File: src/rtl/parb_pkg.sv
package parb_pkg;
  typedef enum logic [1:0] {
    ST_IDLE = 2'd0,
    ST_HOLD = 2'd1,
    ST_GAP  = 2'd2
  } arb_state_e;
endpackage

File: src/rtl/parb_miss_timer.sv
module parb_miss_timer #(
  parameter int AW      = 16,
  parameter int TIMEOUT = 16
) (
  input  logic          clk,
  input  logic          rst_n,
  input  logic          start,
  input  logic [AW-1:0] addr_in,
  input  logic          hit,
  input  logic          take,
  output logic          pend,
  output logic [AW-1:0] addr_out
);
  localparam int CW = $clog2(TIMEOUT + 1);

  logic          busy;
  logic [CW-1:0] cnt;

  always_ff @(posedge clk or negedge rst_n) begin
    if (!rst_n) begin
      busy     <= 1'b0;
      pend     <= 1'b0;
      cnt      <= '0;
      addr_out <= '0;
    end else if (start) begin
      busy     <= 1'b1;
      pend     <= 1'b0;
      cnt      <= CW'(TIMEOUT);
      addr_out <= addr_in;
    end else if (hit) begin
      busy <= 1'b0;
      pend <= 1'b0;
    end else begin
      if (take) pend <= 1'b0;
      if (busy) begin
        if (cnt == CW'(1)) begin
          busy <= 1'b0;
          pend <= 1'b1;
        end else begin
          cnt <= cnt - CW'(1);
        end
      end
    end
  end
endmodule

File: src/rtl/parb_req_pick.sv
module parb_req_pick #(
  parameter int NPROC = 4,
  parameter int IW    = 2
) (
  input  logic [NPROC-1:0] pend,
  input  logic [NPROC-1:0] inq,
  input  logic             full,
  output logic             enq_v,
  output logic             dup_v,
  output logic [IW-1:0]    sel_id,
  output logic [NPROC-1:0] take
);
  logic found;

  always_comb begin
    found  = 1'b0;
    sel_id = '0;
    for (int i = NPROC - 1; i >= 0; i--) begin
      if (pend[i]) begin
        found  = 1'b1;
        sel_id = IW'(i);
      end
    end
    dup_v = found && inq[sel_id];
    enq_v = found && !inq[sel_id] && !full;
    take  = '0;
    if (enq_v || dup_v) take[sel_id] = 1'b1;
  end
endmodule

File: src/rtl/parb_fifo.sv
module parb_fifo #(
  parameter int W     = 18,
  parameter int DEPTH = 4
) (
  input  logic                             clk,
  input  logic                             rst_n,
  input  logic                             wr_v,
  input  logic [W-1:0]                     wr_data,
  input  logic                             rd_v,
  output logic [W-1:0]                     head,
  output logic [$clog2(DEPTH + 1)-1:0]     count,
  output logic                             full,
  output logic                             empty
);
  localparam int PW   = (DEPTH > 1) ? $clog2(DEPTH) : 1;
  localparam int CNTW = $clog2(DEPTH + 1);

  logic [W-1:0]  mem [DEPTH];
  logic [PW-1:0] wp, rp;
  logic          do_wr, do_rd;

  assign full  = (count == CNTW'(DEPTH));
  assign empty = (count == '0);
  assign do_wr = wr_v && !full;
  assign do_rd = rd_v && !empty;
  assign head  = mem[rp];

  always_ff @(posedge clk) begin
    if (do_wr) mem[wp] <= wr_data;
  end

  always_ff @(posedge clk or negedge rst_n) begin
    if (!rst_n) begin
      wp    <= '0;
      rp    <= '0;
      count <= '0;
    end else begin
      if (do_wr) wp <= (wp == PW'(DEPTH - 1)) ? '0 : wp + PW'(1);
      if (do_rd) rp <= (rp == PW'(DEPTH - 1)) ? '0 : rp + PW'(1);
      case ({do_wr, do_rd})
        2'b10:   count <= count + CNTW'(1);
        2'b01:   count <= count - CNTW'(1);
        default: count <= count;
      endcase
    end
  end
endmodule

File: src/rtl/persist_arbiter.sv
module persist_arbiter #(
  parameter int NPROC        = 4,
  parameter int AW           = 16,
  parameter int MISS_TIMEOUT = 16,
  parameter int QDEPTH       = NPROC,
  parameter int IW           = (NPROC > 1) ? $clog2(NPROC) : 1
) (
  input  logic               clk,
  input  logic               rst_n,
  input  logic [NPROC-1:0]   miss_start,
  input  logic [NPROC*AW-1:0] miss_addr,
  input  logic [NPROC-1:0]   miss_hit,
  input  logic               deact_in_v,
  input  logic [IW-1:0]      deact_in_id,
  output logic               act_v,
  output logic [IW-1:0]      act_id,
  output logic [AW-1:0]      act_addr,
  output logic               deact_v,
  output logic [IW-1:0]      deact_id,
  output logic [AW-1:0]      deact_addr,
  output logic               q_full,
  output logic               dup_err,
  output logic [IW-1:0]      dup_id
);
  import parb_pkg::*;

  localparam int EW  = IW + AW;
  localparam int QCW = $clog2(QDEPTH + 1);

  logic [NPROC-1:0]    pend, take, inq;
  logic [NPROC*AW-1:0] paddr;
  logic                enq_v, dup_v, q_empty, pop;
  logic [IW-1:0]       sel_id, head_id;
  logic [AW-1:0]       head_addr;
  logic [EW-1:0]       head;
  logic [QCW-1:0]      q_cnt;
  arb_state_e          state;

  for (genvar g = 0; g < NPROC; g++) begin : g_tmr
    parb_miss_timer #(.AW(AW), .TIMEOUT(MISS_TIMEOUT)) u_tmr (
      .clk      (clk),
      .rst_n    (rst_n),
      .start    (miss_start[g]),
      .addr_in  (miss_addr[g*AW +: AW]),
      .hit      (miss_hit[g]),
      .take     (take[g]),
      .pend     (pend[g]),
      .addr_out (paddr[g*AW +: AW])
    );
  end

  parb_req_pick #(.NPROC(NPROC), .IW(IW)) u_pick (
    .pend   (pend),
    .inq    (inq),
    .full   (q_full),
    .enq_v  (enq_v),
    .dup_v  (dup_v),
    .sel_id (sel_id),
    .take   (take)
  );

  parb_fifo #(.W(EW), .DEPTH(QDEPTH)) u_fifo (
    .clk     (clk),
    .rst_n   (rst_n),
    .wr_v    (enq_v),
    .wr_data ({sel_id, paddr[sel_id*AW +: AW]}),
    .rd_v    (pop),
    .head    (head),
    .count   (q_cnt),
    .full    (q_full),
    .empty   (q_empty)
  );

  assign head_id   = head[EW-1 -: IW];
  assign head_addr = head[AW-1:0];
  assign pop       = (state == ST_HOLD) && deact_in_v && (deact_in_id == head_id);

  always_ff @(posedge clk or negedge rst_n) begin
    if (!rst_n) begin
      inq <= '0;
    end else begin
      for (int i = 0; i < NPROC; i++) begin
        if (enq_v && sel_id == IW'(i)) inq[i] <= 1'b1;
        else if (pop && head_id == IW'(i)) inq[i] <= 1'b0;
      end
    end
  end

  always_ff @(posedge clk or negedge rst_n) begin
    if (!rst_n) begin
      state      <= ST_IDLE;
      act_v      <= 1'b0;
      act_id     <= '0;
      act_addr   <= '0;
      deact_v    <= 1'b0;
      deact_id   <= '0;
      deact_addr <= '0;
      dup_err    <= 1'b0;
      dup_id     <= '0;
    end else begin
      act_v   <= 1'b0;
      deact_v <= 1'b0;
      dup_err <= dup_v;
      if (dup_v) dup_id <= sel_id;
      case (state)
        ST_IDLE, ST_GAP: begin
          if (!q_empty) begin
            act_v    <= 1'b1;
            act_id   <= head_id;
            act_addr <= head_addr;
            state    <= ST_HOLD;
          end else begin
            state <= ST_IDLE;
          end
        end
        ST_HOLD: begin
          if (pop) begin
            deact_v    <= 1'b1;
            deact_id   <= head_id;
            deact_addr <= head_addr;
            state      <= ST_GAP;
          end
        end
        default: state <= ST_IDLE;
      endcase
    end
  end
endmodule

File: config.mk
export PLATFORM = sky130hd
export DESIGN_NAME = persist_arbiter
export DESIGN_NICKNAME = d
export VERILOG_FILES = /design/src/rtl/parb_pkg.sv /design/src/rtl/parb_miss_timer.sv /design/src/rtl/parb_req_pick.sv /design/src/rtl/parb_fifo.sv /design/src/rtl/persist_arbiter.sv
export SDC_FILE = /design/constraint.sdc
export NUM_CORES = 1
export LEC_CHECK = 0
export BUFFER_PORTS_ARGS = -buffer_cell sky130_fd_sc_hd__buf_2
export CORE_ASPECT_RATIO = 1.75
export CORE_MARGIN = 2
export CORE_UTILIZATION = 25
export CTS_CLUSTER_DIAMETER = 200
export DETAILED_ROUTE_END_ITERATION = 6
export SKIP_LAST_GASP = 1
export SYNTH_ARGS = -nofsm -noshare
export SYNTH_HDL_FRONTEND = slang
export SYNTH_SLANG_ARGS = --single-unit
File: constraint.sdc
create_clock -name clk -period 2.8 [get_ports clk]
set_input_delay 0.56 -clock clk [delete_from_list [all_inputs] [get_ports clk]]
set_output_delay 0.56 -clock clk [all_outputs]
set_load 0.005 [all_outputs]
* Word level (Yosys, flattened, before mapping)
Memory sizes are Yosys's and may differ from the RTL's.
Index checks and enable logic that the tools add are counted.
** Storage, ports and cells
- Register bits :: 146
- Bits in writable memories :: 72
- Bits of input ports :: 77
- Word-level logic and storage cells :: 197
- Memories kept :: 1
** Memories
- u_fifo.mem :: words 4, width 18, rd ports 1, clocked after memory_dff 0, wr ports 1, line parb_fifo.sv:18 : logic [W-1:0] mem [DEPTH];
** Cells by class
- Add/sub/neg operators :: 8
- Magnitude comparators :: 2
- Eq/ne operators :: 27
- Shifts and indexed selects :: 1
- Multiplexer cells :: 85
- Bitwise gates (word level) :: 1
- Reductions and logical operators :: 40
** Operator list (count)
- $mux 5 :: 16
- $shiftx 64x7->16 :: 1
- $mux 1 :: 57
- $eq 5x1->1 const B :: 4
- $sub 5x1->5 const B :: 4
- $ne 2x2->1 const B :: 9
- $reduce_bool 2->1 :: 9
- $eq 2x2->1 const B :: 8
- $logic_and 1x1->1 :: 16
- $mux 2 :: 7
- $reduce_and 3->1 :: 4
- $eq 2x1->1 const B :: 4
- $logic_not 2->1 :: 3
- $pmux 3 s2 :: 1
- $add 2x1->2 const B :: 2
- $mux 4 :: 1
- $pmux 2 s2 :: 1
- $reduce_and 2->1 :: 2
- $add 3x1->3 const B :: 1
- $eq 3x3->1 const B :: 1
- $logic_not 1->1 :: 3
- $logic_not 3->1 :: 1
- $lt 2x3->1 const B :: 1
- $sub 3x1->3 const B :: 1
- other kinds (7) :: 7

* Longest topological paths before layout
- Depth in word-level cells :: 16
- Depth in mapped cells :: 11
- Mapped depth without buffers :: 10

* Cells and area by module
A second synthesis with hierarchy kept.
** Unflattened totals
- Cells, all modules :: 578
- Area total of the unflattened synthesis :: 9397.8 um2
** By module, submodules not included
- parb_miss_timer :: instances 4, cells each 71, area each 989.7 um2
- parb_fifo :: instances 1, cells each 135, area each 3049.2 um2
- persist_arbiter :: instances 1, cells each 134, area each 2223.4 um2
- parb_req_pick :: instances 1, cells each 25, area each 166.4 um2

* Least setup slack after synthesis
No wires, ideal clock.
- Path type :: input to register
- From :: input port deact_in_id[1]
- To :: register u_fifo.count[2]
- Arrival time :: 2.500 ns
- Data required time :: 2.721 ns
- Slack :: 0.221 ns
- Stages on the path :: 10
- Buffers on the path :: 0
- Cells stage by stage :: or4bb_1 -> mux2i_4 -> nand3b_1 -> inv_1 -> ha_1 -> inv_1 -> fa_1 -> xor2_1 -> nor2_1 -> xor2_1
** On the way
- Cells in the longest elaborated chain, start to end :: 5
- Elaborated cells between the ends (all ways) :: 7
** Ends and longest elaborated chain
- start: declaration :: line persist_arbiter.sv:14 : input logic [IW-1:0] deact_in_id,
- $eq 2x2->1 * :: line persist_arbiter.sv:76 : assign pop = (state == ST_HOLD) && deact_in_v && (deact_in_id == head_id);
- $logic_and 1x1->1 * :: line persist_arbiter.sv:76
- $logic_and 1x1->1 * :: line parb_fifo.sv:25 : assign do_rd = rd_v && !empty;
- named net u_fifo.do_rd :: line parb_fifo.sv:20 : logic do_wr, do_rd;
- $eq 2x1->1 or $eq 2x2->1 (tied branches) :: line parb_fifo.sv:40 : case ({do_wr, do_rd})
- $pmux 3 s2 or $reduce_bool 2->1 (tied branches)
- end signal: assignment :: line parb_fifo.sv:41 : 2'b10: count <= count + CNTW'(1);
- end signal: assignment :: line parb_fifo.sv:42 : 2'b01: count <= count - CNTW'(1);
- end signal: assignment :: line parb_fifo.sv:43 : default: count <= count;
- end: declaration :: line parb_fifo.sv:11 : output logic [$clog2(DEPTH + 1)-1:0] count,
The timed path passes the listed nets; every way through them passes the cells marked *.
A chain may end at the register's enable or synchronous reset.

* Final worst setup path
- From :: register u_fifo.rp[0]
- To :: register u_fifo.count[2]
** On the way
- Cells in the longest elaborated chain, start to end :: 6
- Elaborated cells between the ends (all ways) :: 8
** Ends and longest elaborated chain
- start: declaration :: line parb_fifo.sv:19 : logic [PW-1:0] wp, rp;
- start signal: assignment :: line parb_fifo.sv:39 : if (do_rd) rp <= (rp == PW'(DEPTH - 1)) ? '0 : rp + PW'(1);
- $mem_v2 4x18 *
- $eq 2x2->1 * :: line persist_arbiter.sv:76
- $logic_and 1x1->1 * :: line persist_arbiter.sv:76
- $logic_and 1x1->1 * :: line parb_fifo.sv:25
- named net u_fifo.do_rd :: line parb_fifo.sv:20
- $eq 2x1->1 or $eq 2x2->1 (tied branches) :: line parb_fifo.sv:40
- $pmux 3 s2 or $reduce_bool 2->1 (tied branches)
Marked as above.

==> results.sh <==
export IMPL_status="finished clean"
export IMPL_synth_top_flop_cell="dfrtp_1"
export IMPL_drv_slew=0
export IMPL_drv_cap=0
export IMPL_fp_dieW_um=149
export IMPL_syn_area_per_cell_um2=15.4
export IMPL_timing_final_crit_share=0.902
export IMPL_yosysTopAreaCell="dfrtp_1"
export IMPL_syn_inst=594
export IMPL_power_density_nw_per_um2=840
export IMPL_cp_top_family="multiplexers"
export IMPL_place_hpwl_um=14600
export IMPL_cts_buffers=23
export IMPL_drtAntennaViolNets=0
export IMPL_finalHoldViolations=0
export IMPL_yosysMostFrequentCell="dfrtp_1"
export IMPL_swShare=0.268
export IMPL_critPathLaunchType="register"
export IMPL_synth_top_area_frac=0.399
export IMPL_crit_slowest_cell="mux4_2"
export IMPL_design_area_um2=11200
export IMPL_power_share_clock=0.341
export IMPL_synth_async_sr_flop_share=0.670
export IMPL_die_area_um2=38300
export IMPL_ios=119
export IMPL_p_comb_frac=0.224
export IMPL_p_sw_mw=2.52
export IMPL_core_um2=36000
export IMPL_htree_levels=1
export IMPL_drive_above_1_share=0.417
export IMPL_cp_num_buf_inv=2
export IMPL_setup_tns_ns=0
export IMPL_synth_common_cells="146 x dfrtp_1, 88 x mux2_2, 72 x edfxtp_1, 30 x nor2_1, 22 x inv_1"
export IMPL_crit_path_end_kind="register"
export IMPL_p_int_mw=6.89
export IMPL_rsz0062_at_grt="no"
export IMPL_cts_root_buf="clkbuf_16"
export IMPL_portBuffers=118
export IMPL_drc_errors=0
export IMPL_path_clk_slew_ns=0.06
export IMPL_setup_viol=0
export IMPL_synth_warnings=0
export IMPL_clk_latency_ns=0.52
export IMPL_synth_edf_count=72
export IMPL_ir_worst_vdd_v=0.000468
export IMPL_synth_cell_types=52
export IMPL_first_pass_iters=6
export IMPL_initialDrtViolationCount=219
export IMPL_num_rows=92
export IMPL_cp_arrival_ns=2.96
export IMPL_grt_pass1_vias=5740
export IMPL_worstPathCellList="mux4_2, xnor2_2, nand3b_1, inv_1, ha_1, inv_1, fa_1, xor2_1, nor2_1, xor2_1"
export IMPL_area_growth_pct=22.3
export IMPL_nNetsFinal=824
export IMPL_slew_headroom=0.393
export IMPL_cts_sinks=218
export IMPL_synthTopCellsByArea="dfrtp_1 40%, edfxtp_1 24%, mux2_2 11%"
export IMPL_vias_per_cell=4.31
export IMPL_yosysSeqAreaShare=0.635
export IMPL_grt_max_degree=50
export IMPL_gp_congestion=0.762
export IMPL_hold_class="in2reg"
export IMPL_synth_seq_cells=218
export IMPL_path_class="reg2reg"
export IMPL_antenna_found_initial=1
export IMPL_worstPathMaxFanout=7
export IMPL_p_leak_nw=4.68
export IMPL_power_frac_seq=0.434
export IMPL_finClkSkew_ns=0.00876
export IMPL_worstMarginPinSlew_ns=0.910
export IMPL_syn_area_um2=9160
export IMPL_vias=5257
export IMPL_post_dp_cell_area_um2=10400
export IMPL_fin_worst_hold_slack_ns=0.260
export IMPL_grt_usage=0.109
export IMPL_cts_tree="done"
export IMPL_fmax_mhz=396
export IMPL_wl_per_cell_um=16.8
export IMPL_cts_path_max_buffers=3
export IMPL_layout_min_cycle_time_ns=2.52
export IMPL_cp_data_required_time_ns=3.24
export IMPL_finalPower_mw=9.42
export IMPL_syn_num_nets=686
export IMPL_overflow=0
export IMPL_fp_dieH_um=257
export IMPL_grt_pass1_wl_um=32300
export IMPL_drt_wl_total_um=20500
export IMPL_initial_core_util=0.254
export IMPL_slowest_delay_ns=0.62
[cells in the final DEF, fill, tap and decap left out, drive strengths merged, types with 6 or more instances in the layout]
cell | synthesis | final
nor3 | 6 | 6
dfrtp | 146 | 146
ha | 14 | 14
xnor2 | 8 | 8
and2 | 9 | 9
buf | 14 | 137
nor2 | 30 | 30
a22oi | 16 | 16
edfxtp | 72 | 72
mux4 | 18 | 18
nand2 | 7 | 7
nand3 | 7 | 7
inv | 22 | 22
clkbuf | 11 | 29
o21ai | 17 | 17
xor2 | 12 | 12
clkinv | 0 | 7
nor2b | 7 | 7
mux2i | 17 | 17
mux2 | 104 | 104
[state kept, by name, summed over array words and instances (netlist names), 3 cells and up]
register and flops:
u_fifo.count 3, g_tmr.u_tmr.addr_out 64, g_tmr.u_tmr.cnt 20, act_addr 16
deact_addr 16, inq 4, g_tmr.u_tmr.pend 4, u_fifo.mem 72
g_tmr.u_tmr.busy 4
[stage by stage]
step | util | instances | setup WS, ns
2_1_floorplan | - | 594 | 0.221
3_3_place_gp | 0.289 | 1176 | 0.142
3_5_place_dp | 0.289 | 1176 | 0.122
4_1_cts | 0.311 | 1218 | 0.210
5_1_grt | 0.311 | 1219 | 0.0321
6_report | 0.311 | 1219 | 0.276
[what timing repair did]
| action | in CTS | in global routing |
|---|---|---|
| endpoints found under the hold margin | 41 | 0 |
| buffers inserted | 0 | 0 |
| gates resized for setup | 0 | 1 |
| hold buffers | 1 | 0 |
| endpoints found under the setup margin | 0 | 1 |
[logic make-up (layout without fill, tap and decap cells)]
kind of cell / after synthesis / after routing / share of synthesized area
simple gates: 99 / 99 / 0.0620
xor+xnor: 20 / 20 / 0.0199
fa+ha+maj: 15 / 15 / 0.0213
buf+inv: 47 / 201 / 0.0225
compound gates: 56 / 56 / 0.0411
mux: 139 / 139 / 0.199
flops: 218 / 218 / 0.635
other cells: 0 / 1 / 0
[power groups by stage]
| stage | registers (mW) | clock network (mW) | logic [mW] |
|---|---|---|---|
| global route | 4.16 | 3.45 | 2.35 |
| finish | 4.09 | 3.22 | 2.11 |
| floorplan | 4.11 | 0 | 1.41 |
| CTS | 4.10 | 3.33 | 2.18 |
| detailed placement | 4.16 | 0 | 2.18 |
| global placement | 4.14 | 0 | 2.14 |
[per-layer routing]
metal | track usage | wire length [um] | vias to the layer above
li1 | - | - | 2452
met1 | 0.124 | 8100 | 2654
met2 | 0.200 | 10900 | 115
met3 | 0.0165 | 839 | 36
met4 | 0.0476 | 655 | 0
met5 | 0 | 0 | -
[area by class of cell]
cell class              instances  area (um2)
fillers                      3569       24800
flip-flops and latches        218        5820
multi-input cells             329        3150
repair buffers                138         774
clock buffers                  29         643
well taps                     470         588
clock inverters                12         151
inverters                      22        82.6
diodes                          1        2.50
[worst paths after layout]
path	startpoint	endpoint	slack (ns)	cells past startpoint
setup / recovery	u_fifo.rp[0]	u_fifo.count[2]	0.28	10
hold / removal	miss_hit[1]	g_tmr[1].u_tmr.pend	0.26	2
setup reg to reg	u_fifo.rp[0]	u_fifo.count[2]	0.28	10
hold reg to reg	dup_id[1]	dup_id[1]	0.48	1
max in group asynchronous	rst_n	g_tmr[1].u_tmr.addr_out[7]	1.61	3
min in group asynchronous	rst_n	g_tmr[0].u_tmr.cnt[1]	0.54	2
(Power assumes the default switching activity.)
